==> src/rtl/tis_irq_pkg.sv <==
package tis_irq_pkg;

    localparam int REG_W = 32;

    typedef enum logic [1:0] {
        SEL_ENABLE = 2'd0,
        SEL_STATUS = 2'd1,
        SEL_VECTOR = 2'd2,
        SEL_CAPAB  = 2'd3
    } reg_sel_e;

    localparam int                 MASTER_BIT = 31;
    localparam logic [REG_W-1:0] SRC_MASK   = 32'h0000_0087;
    localparam logic [REG_W-1:0] POL_MASK   = 32'h0000_0018;
    localparam logic [REG_W-1:0] ENA_WMASK  = 32'h8000_0000 | POL_MASK | SRC_MASK;
    localparam logic [REG_W-1:0] ENA_RESET  = 32'h0000_0008;
    localparam logic [REG_W-1:0] CAP_VALUE  = 32'h0000_0010 | SRC_MASK;

    typedef struct packed {
        logic [REG_W-1:0] inte;
        logic [REG_W-1:0] ints;
    } loc_state_t;

    function automatic logic [REG_W-1:0] src_to_bits(input logic [3:0] src);
        logic [REG_W-1:0] b;
        b      = '0;
        b[2:0] = src[2:0];
        b[7]   = src[3];
        return b;
    endfunction

endpackage

==> src/rtl/tis_irq_loc.sv <==
module tis_irq_loc
    import tis_irq_pkg::*;
(
    input  logic             clk,
    input  logic             rst_n,
    input  logic             we_i,
    input  reg_sel_e         wsel_i,
    input  logic [REG_W-1:0] wdata_i,
    input  logic             evt_i,
    input  logic [REG_W-1:0] evt_bits_i,
    output logic [REG_W-1:0] inte_o,
    output logic [REG_W-1:0] ints_o,
    output logic             raise_o,
    output logic             drop_o
);

    loc_state_t st_d, st_q;
    logic [REG_W-1:0] hit_bits;
    logic [REG_W-1:0] clr_bits;

    always_comb begin
        st_d     = st_q;
        drop_o   = 1'b0;
        clr_bits = '0;
        hit_bits = '0;

        if (evt_i && st_q.inte[MASTER_BIT]) begin
            hit_bits = evt_bits_i & st_q.inte & SRC_MASK;
        end

        if (we_i && wsel_i == SEL_ENABLE) begin
            st_d.inte = wdata_i & ENA_WMASK;
        end

        if (we_i && wsel_i == SEL_STATUS) begin
            clr_bits  = wdata_i & SRC_MASK;
            st_d.ints = st_q.ints & ~clr_bits;
            drop_o    = (clr_bits != '0) && ((st_q.ints & SRC_MASK) != '0)
                        && (st_d.ints == '0);
        end

        st_d.ints = st_d.ints | hit_bits;
        raise_o   = (hit_bits != '0);
    end

    always_ff @(posedge clk or negedge rst_n) begin
        if (!rst_n) begin
            st_q.inte <= ENA_RESET;
            st_q.ints <= '0;
        end else begin
            st_q <= st_d;
        end
    end

    assign inte_o = st_q.inte;
    assign ints_o = st_q.ints;

    // a newly set status bit needs the master enable and an event
    a_r2_master_gate: assert property (@(posedge clk) disable iff (!rst_n)
        ((st_q.ints & ~$past(st_q.ints)) != '0) |-> $past(st_q.inte[MASTER_BIT] && evt_i));

    // a newly set status bit needs its own source enable
    a_r2_source_gate: assert property (@(posedge clk) disable iff (!rst_n)
        (st_q.ints & ~$past(st_q.ints) & ~$past(st_q.inte)) == '0);

    // only supported source positions are ever held
    a_r4_no_stray: assert property (@(posedge clk) disable iff (!rst_n)
        (st_q.ints & ~SRC_MASK) == '0);

    // without a qualified write the enable word holds
    a_r5_enable_hold: assert property (@(posedge clk) disable iff (!rst_n)
        !we_i |=> $stable(st_q.inte));

endmodule

==> src/rtl/tis_irq_line.sv <==
module tis_irq_line #(
    parameter int NUM_LOC = 5
) (
    input  logic               clk,
    input  logic               rst_n,
    input  logic [NUM_LOC-1:0] raise_i,
    input  logic [NUM_LOC-1:0] drop_i,
    output logic               irq_o
);

    logic irq_d, irq_q;

    always_comb begin
        irq_d = irq_q;
        if (|drop_i)  irq_d = 1'b0;
        if (|raise_i) irq_d = 1'b1;
    end

    always_ff @(posedge clk or negedge rst_n) begin
        if (!rst_n) irq_q <= 1'b0;
        else        irq_q <= irq_d;
    end

    assign irq_o = irq_q;

    // the line only rises after an accepted event
    a_r2_rise_cause: assert property (@(posedge clk) disable iff (!rst_n)
        $rose(irq_q) |-> $past(|raise_i));

    // the line only falls after a clearing write with no competing event
    a_r6_fall_cause: assert property (@(posedge clk) disable iff (!rst_n)
        $fell(irq_q) |-> $past((|drop_i) && !(|raise_i)));

endmodule

==> src/rtl/tis_irq_rdmux.sv <==
module tis_irq_rdmux
    import tis_irq_pkg::*;
#(
    parameter int         NUM_LOC = 5,
    parameter int         LOC_W   = 3,
    parameter logic [3:0] IRQ_NUM = 4'd11
) (
    input  logic [REG_W-1:0] inte_i [NUM_LOC],
    input  logic [REG_W-1:0] ints_i [NUM_LOC],
    input  logic [LOC_W-1:0] rd_loc_i,
    input  reg_sel_e         rd_sel_i,
    output logic [REG_W-1:0] rd_data_o
);

    logic [REG_W-1:0] inte_sel, ints_sel;

    always_comb begin
        inte_sel = '1;
        ints_sel = '1;
        for (int i = 0; i < NUM_LOC; i++) begin
            if (rd_loc_i == LOC_W'(i)) begin
                inte_sel = inte_i[i];
                ints_sel = ints_i[i];
            end
        end
        case (rd_sel_i)
            SEL_ENABLE: rd_data_o = inte_sel;
            SEL_STATUS: rd_data_o = ints_sel;
            SEL_VECTOR: rd_data_o = {{(REG_W-4){1'b0}}, IRQ_NUM};
            default:    rd_data_o = CAP_VALUE;
        endcase
    end

endmodule

==> src/rtl/tis_irq_ctrl.sv <==
module tis_irq_ctrl
    import tis_irq_pkg::*;
#(
    parameter int         NUM_LOC = 5,
    parameter int         LOC_W   = $clog2(NUM_LOC),
    parameter logic [3:0] IRQ_NUM = 4'd11
) (
    input  logic             clk,
    input  logic             rst_n,
    input  logic             own_vld_i,
    input  logic [LOC_W-1:0] own_loc_i,
    input  logic             evt_vld_i,
    input  logic [LOC_W-1:0] evt_loc_i,
    input  logic [3:0]       evt_src_i,
    input  logic             wr_en_i,
    input  logic [LOC_W-1:0] wr_loc_i,
    input  logic [1:0]       wr_sel_i,
    input  logic [31:0]      wr_data_i,
    input  logic [LOC_W-1:0] rd_loc_i,
    input  logic [1:0]       rd_sel_i,
    output logic [31:0]      rd_data_o,
    output logic             irq_o
);

    logic [REG_W-1:0]   inte_w [NUM_LOC];
    logic [REG_W-1:0]   ints_w [NUM_LOC];
    logic [NUM_LOC-1:0] we_vec, evt_vec, raise_vec, drop_vec;
    logic [REG_W-1:0]   evt_bits;
    logic               wr_owner;

    assign evt_bits = src_to_bits(evt_src_i);
    assign wr_owner = wr_en_i && own_vld_i && (own_loc_i == wr_loc_i);

    for (genvar g = 0; g < NUM_LOC; g++) begin : g_loc
        assign we_vec[g]  = wr_owner && (wr_loc_i == LOC_W'(g));
        assign evt_vec[g] = evt_vld_i && (evt_loc_i == LOC_W'(g));

        tis_irq_loc u_loc (
            .clk        (clk),
            .rst_n      (rst_n),
            .we_i       (we_vec[g]),
            .wsel_i     (reg_sel_e'(wr_sel_i)),
            .wdata_i    (wr_data_i),
            .evt_i      (evt_vec[g]),
            .evt_bits_i (evt_bits),
            .inte_o     (inte_w[g]),
            .ints_o     (ints_w[g]),
            .raise_o    (raise_vec[g]),
            .drop_o     (drop_vec[g])
        );
    end

    tis_irq_line #(.NUM_LOC(NUM_LOC)) u_line (
        .clk     (clk),
        .rst_n   (rst_n),
        .raise_i (raise_vec),
        .drop_i  (drop_vec),
        .irq_o   (irq_o)
    );

    tis_irq_rdmux #(.NUM_LOC(NUM_LOC), .LOC_W(LOC_W), .IRQ_NUM(IRQ_NUM)) u_rd (
        .inte_i    (inte_w),
        .ints_i    (ints_w),
        .rd_loc_i  (rd_loc_i),
        .rd_sel_i  (reg_sel_e'(rd_sel_i)),
        .rd_data_o (rd_data_o)
    );

    // a write from a locality that does not own the interface reaches no register
    a_r5_owner_only: assert property (@(posedge clk) disable iff (!rst_n)
        (wr_en_i && !(own_vld_i && own_loc_i == wr_loc_i)) |-> (we_vec == '0));

    // events for missing localities reach no register
    a_r9_bad_loc: assert property (@(posedge clk) disable iff (!rst_n)
        (evt_vld_i && (32'(evt_loc_i) >= NUM_LOC)) |-> (evt_vec == '0));

    // the line never rises without an event pulse at the port
    a_r6_rise_port: assert property (@(posedge clk) disable iff (!rst_n)
        $rose(irq_o) |-> $past(evt_vld_i));

endmodule

==> config.mk <==
export PLATFORM = sky130hd
export DESIGN_NAME = tis_irq_ctrl
export DESIGN_NICKNAME = d
export VERILOG_FILES = /design/src/rtl/tis_irq_pkg.sv /design/src/rtl/tis_irq_loc.sv /design/src/rtl/tis_irq_line.sv /design/src/rtl/tis_irq_rdmux.sv /design/src/rtl/tis_irq_ctrl.sv
export SDC_FILE = /design/constraint.sdc
export NUM_CORES = 1
export LEC_CHECK = 0
export ABC_AREA = 1
export BUFFER_PORTS_ARGS = -buffer_cell sky130_fd_sc_hd__buf_2
export CAP_MARGIN = 20
export CORE_MARGIN = 8
export CORE_UTILIZATION = 40
export CTS_CLUSTER_DIAMETER = 40
export DETAILED_ROUTE_END_ITERATION = 12
export PLACE_DENSITY = 0.75
export SYNTH_ARGS = -nofsm -noshare
export SYNTH_HDL_FRONTEND = slang
export SYNTH_SLANG_ARGS = --single-unit
==> constraint.sdc <==
create_clock -name clk -period 2.8 [get_ports clk]
set_input_delay 0.14 -clock clk [delete_from_list [all_inputs] [get_ports clk]]
set_output_delay 0.14 -clock clk [all_outputs]
set_load 0.005 [all_outputs]
# After elaboration in Yosys (flattened, before gate mapping)
# Index checks and enable logic that the tools add are counted.
# word_totals
register_bits	196
input_bits	57
output_inout_bits	33
wordCells	132
# classes
n_eq_ne	16
mux	28
n_bitwise	16
reduce_logical	61
# op_table
op	count
2-to-1 mux 32 bit	15
nonzero test 32 bit	11
AND 32 bit	5
zero test 32 bit	5
OR 32 bit	5
case mux 32 bit (3 select lines)	1
AND 8 bit	5
2-to-1 mux 8 bit	5
logical AND 1 bit	37
NOT 8 -> 32 bit	1
equality test 3 x 2 -> 1 bit (second input constant)	6
OR reduction 5 bit	2
equality test 3 x 1 -> 1 bit (second input constant)	3
equality test 3 bit (second input constant)	3
zero test 3 bit	3
2-to-1 mux 1 bit	7
equality test 2 x 1 -> 1 bit (second input constant)	2
zero test 2 bit	2
equality test 3 bit	1
equality test 2 bit (second input constant)	1
nonzero test 2 bit	1

# Depth between registers and ports, before layout
# Gate-level depths: netlist of run 1.
# depth
depth_word	8
mapped_depth	11

# Cells and area by module
# Synthesis of run 1 repeated with hierarchy kept, for this count alone.
# hier_totals
hier_cells	1276
hier_area_um2	8007.7
# modules_own_cells
module	instances	cells_per_inst	area_per_inst_um2	seq_area_each_um2
tis_irq_loc	5	124	967.2	276.5
tis_irq_rdmux	1	600	2912.8	0.0
tis_irq_ctrl	1	42	181.4	0.0
tis_irq_line	1	14	77.6	25.0

# Worst setup path after synthesis of run 1
# No wires, ideal clock.
# synth_path
kind	input-to-output
startpoint	input port rd_loc_i[2]
endpoint	output port rd_data_o[4]
t_arrival_ps	2028
setup_slack_ps	632
cell_stages	4
path_buffers	0
path_cell_list	inv_1 nor3_1 nand2_1 nand3_1
# synth_between
elab_chain_len	7
# synth_lines
item	line	source
start: declaration	tis_irq_ctrl.sv:19	input logic [LOC_W-1:0] rd_loc_i,
zero test 3 bit	tis_irq_rdmux.sv:21	if (rd_loc_i == LOC_W'(i)) begin
2-to-1 mux 32 bit (5 in series)	tis_irq_rdmux.sv:21	
case mux 32 bit (3 select lines) *	tis_irq_rdmux.sv:26	case (rd_sel_i)
end: declaration	tis_irq_ctrl.sv:21	output logic [31:0] rd_data_o,
# Mark *: on every way between the ends. The rest lies on a longest branch, timed or not.

# Worst setup path after layout of run 1
# layout_path
startpoint	input port rd_loc_i[1]
endpoint	output port rd_data_o[7]
# The elaborated chain is that of the path after synthesis.

==> results of run 1 <==
## power groups by stage
stage               registers [uW]  clock network, uW  logic (uW)
detailed placement             865                  0         237
CTS                            849                482         239
global route                   853                510         264
finish                         849                468         237
global placement               864                  0         234
floorplan                      860                  0         153
## cells by family (layout without fill, tap and decap cells)
| kind of cell | after synthesis | in the layout | synth area share, % |
|---|---|---|---|
| simple gates | 259 | 259 | 33.3 |
| compound gates | 75 | 75 | 15.0 |
| buf+inv | 75 | 116 | 11.8 |
| flops | 56 | 56 | 39.9 |
## metrics by stage
step	area (sq um)	power [uW]	util, %	std cells
final	3850	1550	44.6	614
after global routing	3850	1630	44.6	614
after CTS	3850	1570	44.6	614
after detailed placement	3740	1100	43.4	605
after global placement	3740	1100	43.4	605
after floorplan	3530	1010	-	465
## cell usage in the layout, fill, tap and decap left out
cell type,instances
o2111ai_1,2
o21ai_2,28
nand2_4,3
o221ai_1,2
nand2_2,4
nand3_1,42
nor2_2,1
nor2_4,5
dlygate4sd3_1,1
inv_1,35
nand4_1,7
o21ai_0,14
inv_4,1
o22a_1,1
nor3_2,1
o31ai_1,1
dfstp_2,5
clkinv_1,2
clkinvlp_4,1
o21ai_1,7
inv_6,2
o22ai_1,16
inv_2,3
nand3_2,2
nor2_1,43
nand2_1,140
nand3_4,2
or2_2,2
buf_2,64
nand3b_1,3
buf_4,2
nor3_1,4
clkbuf_8,5
o211ai_1,2
dfrtp_1,51
a21oi_1,1
a31oi_1,1
## cell type report
| class | count | area (sq um) | area share (%) |
|---|---|---|---|
| repair buffers | 67 | 345 | 8.97 |
| clock buffers | 5 | 68.8 | 1.79 |
| well taps | 108 | 135 | 3.51 |
| clock inverters | 3 | 25.0 | 0.650 |
| flip-flops and latches | 56 | 1410 | 36.6 |
| inverters | 41 | 156 | 4.06 |
| multi-input cells | 334 | 1710 | 44.4 |
## per-layer routing
metal	track usage, %	up-vias	wire length, um
li1	-	1595	-
met1	22.4	1518	4400
met2	27.2	125	4820
met3	3.40	19	677
met4	4.82	0	206
met5	0	-	0
## worst paths after layout
kind | slack [ps] | to | depth (start not counted)
hold reg to reg | 490 | g_loc[3].u_loc.inte_o[3] | 2
hold / removal | 120 | g_loc[3].u_loc.inte_o[3] | 3
min in group asynchronous | 280 | g_loc[1].u_loc.inte_o[4] | 2
max in group asynchronous | 1660 | g_loc[3].u_loc.ints_o[7] | 3
setup / recovery | 1050 | rd_data_o[7] | 8
setup reg to reg | 1240 | u_line.irq_o | 8
## worst min-delay path: stages
cell     delay (ps)
buf_2            90
inv_1           130
o21ai_2          80
## sequential cells by signal, summed over array words and instances (netlist names)
name                count
g_loc.u_loc.inte_o     35
g_loc.u_loc.ints_o     20
u_line.irq_o            1
==> impl.org, run 1 <==
** Layout
- Total inserted antenna cells :: 0
- Layout overhead on the synthesized area :: 9.00%
- Nets@finish :: 562
- In the final layout, the share of cells above drive strength 1 is 25.9%.
- Filler instances :: 900

** STA
- Summed over all failing endpoints, the final setup total negative slack is 0 ps.
- The worst path needs 1750 ps of the cycle, external delays included.
- The final max-slew violation count came to 0.
- Setup violations remaining at the end of the flow were counted as 0.
- The worst path meets setup with 1050 ps of slack.
- Headroom to the max-slew limit came out at 59.0%.
- Worst clock skew :: 13.9 ps
- RSZ-0062 raised after global routing :: no
- The final critical path takes up 62.5% of the cycle.
- Number of hold violations in the final report :: 0
- Based on the critical path, the design can be clocked at up to 0.572 GHz.
- Worst hold margin :: 117 ps
- Actual transition at the worst max-transition pin :: 612 ps

** Synth
- Synth top cells by count :: nand2_1 (140), dfrtp_1 (51), nor2_1 (43), nand3_1 (42), inv_1 (35)
- Dominant synthesized flop cell :: dfrtp_1
- Gate count of the mapped netlist :: 465
- After synthesis, the netlist uses 33 different library cells.
- Share of synthesized flip-flops with an asynchronous set or reset :: 100%
- Top area cells in the synthesized netlist :: dfrtp_1 (36%), nand2_1 (15%), o21ai_2 (6.9%)
- Count of flip-flops with a built-in enable after synthesis :: 0
- Yosys warning count :: 0
- Portion of synthesized cell area occupied by the leading cell type :: 36.1%
- Yosys instantiated no cell more often than nand2_1.
- Biggest area consumer among synthesized cells :: dfrtp_1
- Mapped cell area :: 3530 sq um
- Sequential cell area fraction in the yosys report :: 39.9%
- Synthesis produced a netlist with a net count of 522.
- Mean cell area of the mapped netlist :: 7.59 sq um
- Counting flops and latches in the post-synthesis netlist gives 56.

** Place
- Worst slack at placement :: 1100 ps
- Total of buffers placed on input and output ports :: 64
- Detailed placement ended at an HPWL of 7830 um.
- Final RePlAce weighted congestion :: 0.956

** CTS
- Post-cts sizing count :: 0
- CTS saw 56 sinks.
- Clock transition at the registers of the reported paths :: 110 ps
- Buffers added to address setup during post-CTS repair amount to 0.
- Worst-case clock buffer depth :: 2
- The H-tree was split into 2 levels.
- Counting the buffers created by CTS gives 5.
- The tree is rooted in a clkbuf_8.
- CTS tree :: yes
- Number of hold buffers added after CTS :: 1
- The clock reaches the later pin of the worst-skew pair after 320 ps.

** Worst setup path
- Worst Path Max Fanout :: 11
- Maximum cell stage delay along the critical path :: 390 ps
- At the worst endpoint, the arrival time is 1610 ps.
- Worst path bufs/invs :: 2
- The worst register-to-register path begins at g_loc[2].u_loc.inte_o[31].
- Critical path type :: in -> out
- Sequence of cells on the critical path :: buf_2 -> nor2_1 -> nand2_1 -> o22ai_1 -> nor3_1 -> o21ai_0 -> nand3_1 -> buf_2
- The worst setup path is captured at a primary output.
- The worst setup path is launched from an input port.
- Most frequent cell on the critical path :: buf_2
- Cell class contributing the biggest share of worst-path delay :: simple AND/OR/NAND/NOR gates
- Cell at the slowest stage of the critical path :: nand2_1
- Required arrival time at the worst endpoint :: 2660 ps
- Tracing the worst setup path back leads to its startpoint at rd_loc_i[1].

** Global routing
- Pin count of the biggest net entering global routing :: 38
- The number of antenna violations at the first check in global routing came to 0.
- Global routing consumed, over all layers together, 16.9% of the routing resources.
- Vias in the first global route :: 3,142
- The first global-routing pass estimated 15,900 um of wire.
- After global routing the overflow that remains totals 0.

** Routing
- Total wirelength of the detailed-routed design :: 10,100 um
- Starting DRT DRC Count :: 273
- Number of design rule violations left after detail routing :: 0
- Number of antenna-violating nets in the routed design :: 0
- Ratio of routed vias to standard cells :: 5.30
- WL per Instance :: 16.5 um
- Summing over every cut layer, the via total after detailed routing is 3,257.
- Pre-Repair DR Iteration Count :: 5

** Power
- In this run the static leakage power is 0.00199 uW.
- P per Cell Area :: 404 nW/um^2
- Combinational logic burns 15.2% of the power.
- Highest ir drop seen on vdd :: 0.000223 V
- Switching pwr :: 456 uW
- Cell internal power was estimated by the tool at 1100 uW.
- The clock network accounts for 30.1% of the total power.
- In this run switching power makes up 29.4% of total power.
- Sequential cell fraction of total power :: 54.7%

** Hold path
- The worst hold path begins at wr_data_i[3].
- The tightest min-delay check is of the in -> reg type.

** Floorplanning
- Full die area :: 12,100 sq um
- Die boundary width :: 110 um
- I/O pins :: 90
- Die outline height :: 110 um
- The floorplan has 34 rows.
- Core footprint :: 8640 sq um
- Effective utilization at floorplan :: 40.9%

** Outcome
- The run finished with clean final reports.

** Run
- The tool flagged a number of max-cap violations equal to 0.
Note: power is estimated with default switching activity, not from simulation.
==> run 2: changes to the inputs <==
--- a/config.mk
+++ b/config.mk
@@ -12,7 +12,7 @@
 export CORE_UTILIZATION = 40
 export CTS_CLUSTER_DIAMETER = 40
 export DETAILED_ROUTE_END_ITERATION = 12
-export PLACE_DENSITY = 0.75
+export PLACE_DENSITY = 0.77
 export SYNTH_ARGS = -nofsm -noshare
 export SYNTH_HDL_FRONTEND = slang
 export SYNTH_SLANG_ARGS = --single-unit
==> constraint.sdc (replaced) <==
create_clock -name clk -period 1.53 [get_ports clk]
set_input_delay 0.0765 -clock clk [delete_from_list [all_inputs] [get_ports clk]]
set_output_delay 0.0765 -clock clk [all_outputs]
set_load 0.005 [all_outputs]
==> run 2 against run 1 <==
Sequential share of layout area shrank 1.8 points. Final area grew 5.3%. Clock power grew 120%. Global-route usage hardly changed. Via count grew 5.8%. Worst hold slack lost 70 ps. Clock skew fell by 6.3 ps. Setup slack worse by 1000 ps. Flip-flop and latch count unchanged. Die area unchanged. Critical path depth fell by 3. Critical path type is now reg -> out.
==> impl.org, run 2 (same netlist as run 1, synthesis figures left out) <==
** Outcome
- Run status :: finished, final reports clean

** Layout
- Total inserted antenna cells :: 0 (unchanged)
- The library cells used most frequently in the layout, excluding fill and tap cells, are nand2_1 (139), buf_2 (64), dfrtp_1 (51).
- Leaving out fill and tap cells, the most frequent cell in the layout is nand2_1.
- Nets@finish :: 581 (+3.4%)
- Number of standard cells in the final layout excluding fillers :: 633 (+3.1%)
- The finished layout cell area was 4050 sq um (+5.3%).
- The number of flip-flops in the largest register came to 35 (unchanged).
- Layout overhead on the synthesized area :: 14.7%
- The fraction of layout cells with a size suffix above 1 came to 29.7% (+3.8 points).

** Routing
- Starting DRT DRC Count :: 400 (+47%)
- Routed vias :: 3,447 (+5.8%)
- Number of antenna-violating nets in the routed design :: 0 (unchanged)
- Met1 Routed Length :: 4240 um (-3.8%)
- The average wire length per cell after detail routing was 16.1 um (-2.4%).
- Total wirelength of the detailed-routed design :: 10,200 um (+0.62%)
- Sum of met3 wire segment lengths after detailed routing :: 1190 um (+76%)
- Pre-Repair DR Iteration Count :: 6 (+1)
- Number of design rule violations left after detail routing :: 0 (unchanged)
- The met2 routed wirelength is 4430 um (-8.1%).
- Signal routing reaches up to met4.
- The vias per cell is 5.45 (+2.7%).

** Worst setup path
- Worst Path Max Fanout :: 4 (-7)
- The arrival time reported for the critical path endpoint came to 1440 ps (-170 ps).
- Cell at the slowest stage of the critical path :: dfrtp_1
- The worst setup path is launched from a flop.
- Cell class contributing the biggest share of worst-path delay :: flip-flops
- The required time of the critical path was 1450 ps (-1210 ps).
- Internal reg-to-reg setup slack :: 120 ps (-1120 ps)
- Critical path type :: reg -> out
- Endpoint class of the critical path :: primary output
- The critical path goes through o22ai_2 -> nor3_1 -> o21ai_1 -> nand3_1 -> buf_2.
- Maximum cell stage delay along the critical path :: 440 ps (+50 ps)
- Worst path bufs/invs :: 1 (-1)

** CTS
- In this run the clock root is driven by a clkbuf_8.
- Clock insertion delay at the later pin of the skew report :: 320 ps (about the same)
- Cts bufs inserted :: 5 (unchanged)
- The clock-pin slew reported for the worst setup and hold paths after clock tree synthesis was 100 ps (about the same).
- CTS tree :: yes
- The buffer depth of the longest clock path is 2 (unchanged).
- The TritonCTS sink count is 56 (unchanged).
- CTS HTree Levels :: 2 (unchanged)

** Hold path
- Worst hold path class :: in -> reg

** Floorplanning
- Die boundary width :: 110 um (unchanged)
- The die area is 12,100 sq um (unchanged).
- The initial cell density of the core came to 40.9% (unchanged).
- The floorplan die height is 110 um (unchanged).
- The number of ports placed on the die boundary came to 90 (unchanged).
- Core footprint :: 8640 sq um (unchanged)
- Number of core rows :: 34 (unchanged)

** Global routing
- Vias in the first global route :: 3,171 (+0.92%)
- The pin count of the biggest net entering global routing came to 35 (-7.9%).
- GRT Overall Usage :: 16.9% (about the same)
- Remaining global-route overflow :: 0 (unchanged)
- The global-route wire length before repair was 15,900 um (+0.26%).
- The number of antenna violations at the first check in global routing is 0 (unchanged).

** STA
- Top achievable clock speed :: 0.661 GHz
- The setup-violating endpoint count in the final report came to 0 (unchanged).
- Actual transition at the worst max-transition pin :: 545 ps (-67.3 ps)
- Max-slew violation count :: 0 (unchanged)
- The worst max-slew margin expressed relative to the limit was 63.7% (+4.6 points).
- Worst hold margin :: 47.2 ps (-70.0 ps)
- RSZ-0062 raised after global routing :: yes
- The setup TNS was 0 ps (unchanged).
- Worst clock skew :: 7.68 ps (-6.27 ps)
- Number of hold violations in the final report :: 0 (unchanged)
- Counting I/O delays and the setup requirement, the final critical path takes 1510 ps.
- In the finished design, the share of the clock period the worst path needs comes to 98.8%.

** Power
- Highest ir drop seen on vdd :: 0.000520 V (+130%)
- The standby leakage power came to 0.00210 uW (+5.4%).
- P per Cell Area :: 749 nW/um^2 (+85%)
- Total design power :: 3030 uW (+95%)

** Place
- The post-placement cell count came to 621 (+2.6%).
- Cell area after placement :: 3880 sq um (+3.5%)
- Final RePlAce weighted congestion :: 0.996 (+4.2%)
- Total of buffers placed on input and output ports :: 64 (unchanged)
- Final HPWL DP :: 7890 um (+0.74%)

** Run
- The max-cap check violation count is 0 (unchanged).
## run 2: changes by cell type in the layout (fill, tap and decap cells not counted), moves of 2 or more
| cell | change |
|---|---|
| nor2_1 | -2 |
| nor2_2 | +2 |
| o21ai_0 | -2 |
| clkinv_4 | +2 |
| inv_6 | -2 |
| buf_4 | +18 |
| o21ai_1 | +2 |
## run 2: through the flow
stage	worst slack, ps	utilization [%]
6_report	17.7	46.9
5_1_grt	-28.6	46.9
4_1_cts	0.207	46.4
3_5_place_dp	122	44.9
3_3_place_gp	156	44.9
2_1_floorplan	131	-
## run 2: where the power goes
group	total [uW]	internal [uW]	switching (uW)
registers	1560	1520	32.8
logic	469	176	292
clock network	1010	494	515
total	3030	2190	840
## run 2: path summary, 6_finish.rpt
path                                           start                   endpoint  cells after the start
min in group asynchronous                      rst_n  g_loc[1].u_loc.inte_o[31]                      2
min                                     wr_data_i[3]   g_loc[3].u_loc.inte_o[3]                      3
max                         g_loc[0].u_loc.ints_o[7]               rd_data_o[7]                      5
max reg2reg                g_loc[1].u_loc.inte_o[31]               u_line.irq_o                      8
max in group asynchronous                      rst_n   g_loc[1].u_loc.ints_o[2]                      3
min reg2reg                 g_loc[3].u_loc.inte_o[3]   g_loc[3].u_loc.inte_o[3]                      2
## run 2: final cells by class
class,count,area [sq um]
clock buffers,5,68.8
clock inverters,3,47.5
fillers,839,4580
inverters,41,156
multi-input cells,334,1740
flip-flops and latches,56,1410
well taps,108,135
repair buffers,86,500
## run 2: timing repair
item	CTS	global route
endpoints found under the hold margin	17	0
resized for setup	0	8
setup buffers	0	3
hold buffers	1	0
setup endpoints to repair	0	6
## run 2: worst min-delay path, cell delays in order
cell     delay [ps]
buf_2            90
inv_1           120
o21ai_2          80
## run 2: layer usage
layer	vias to the layer above	global-route usage, %
met3	31	3.63
met5	-	0
li1	1641	-
met1	1566	22.1
met4	0	6.27
met2	209	26.7
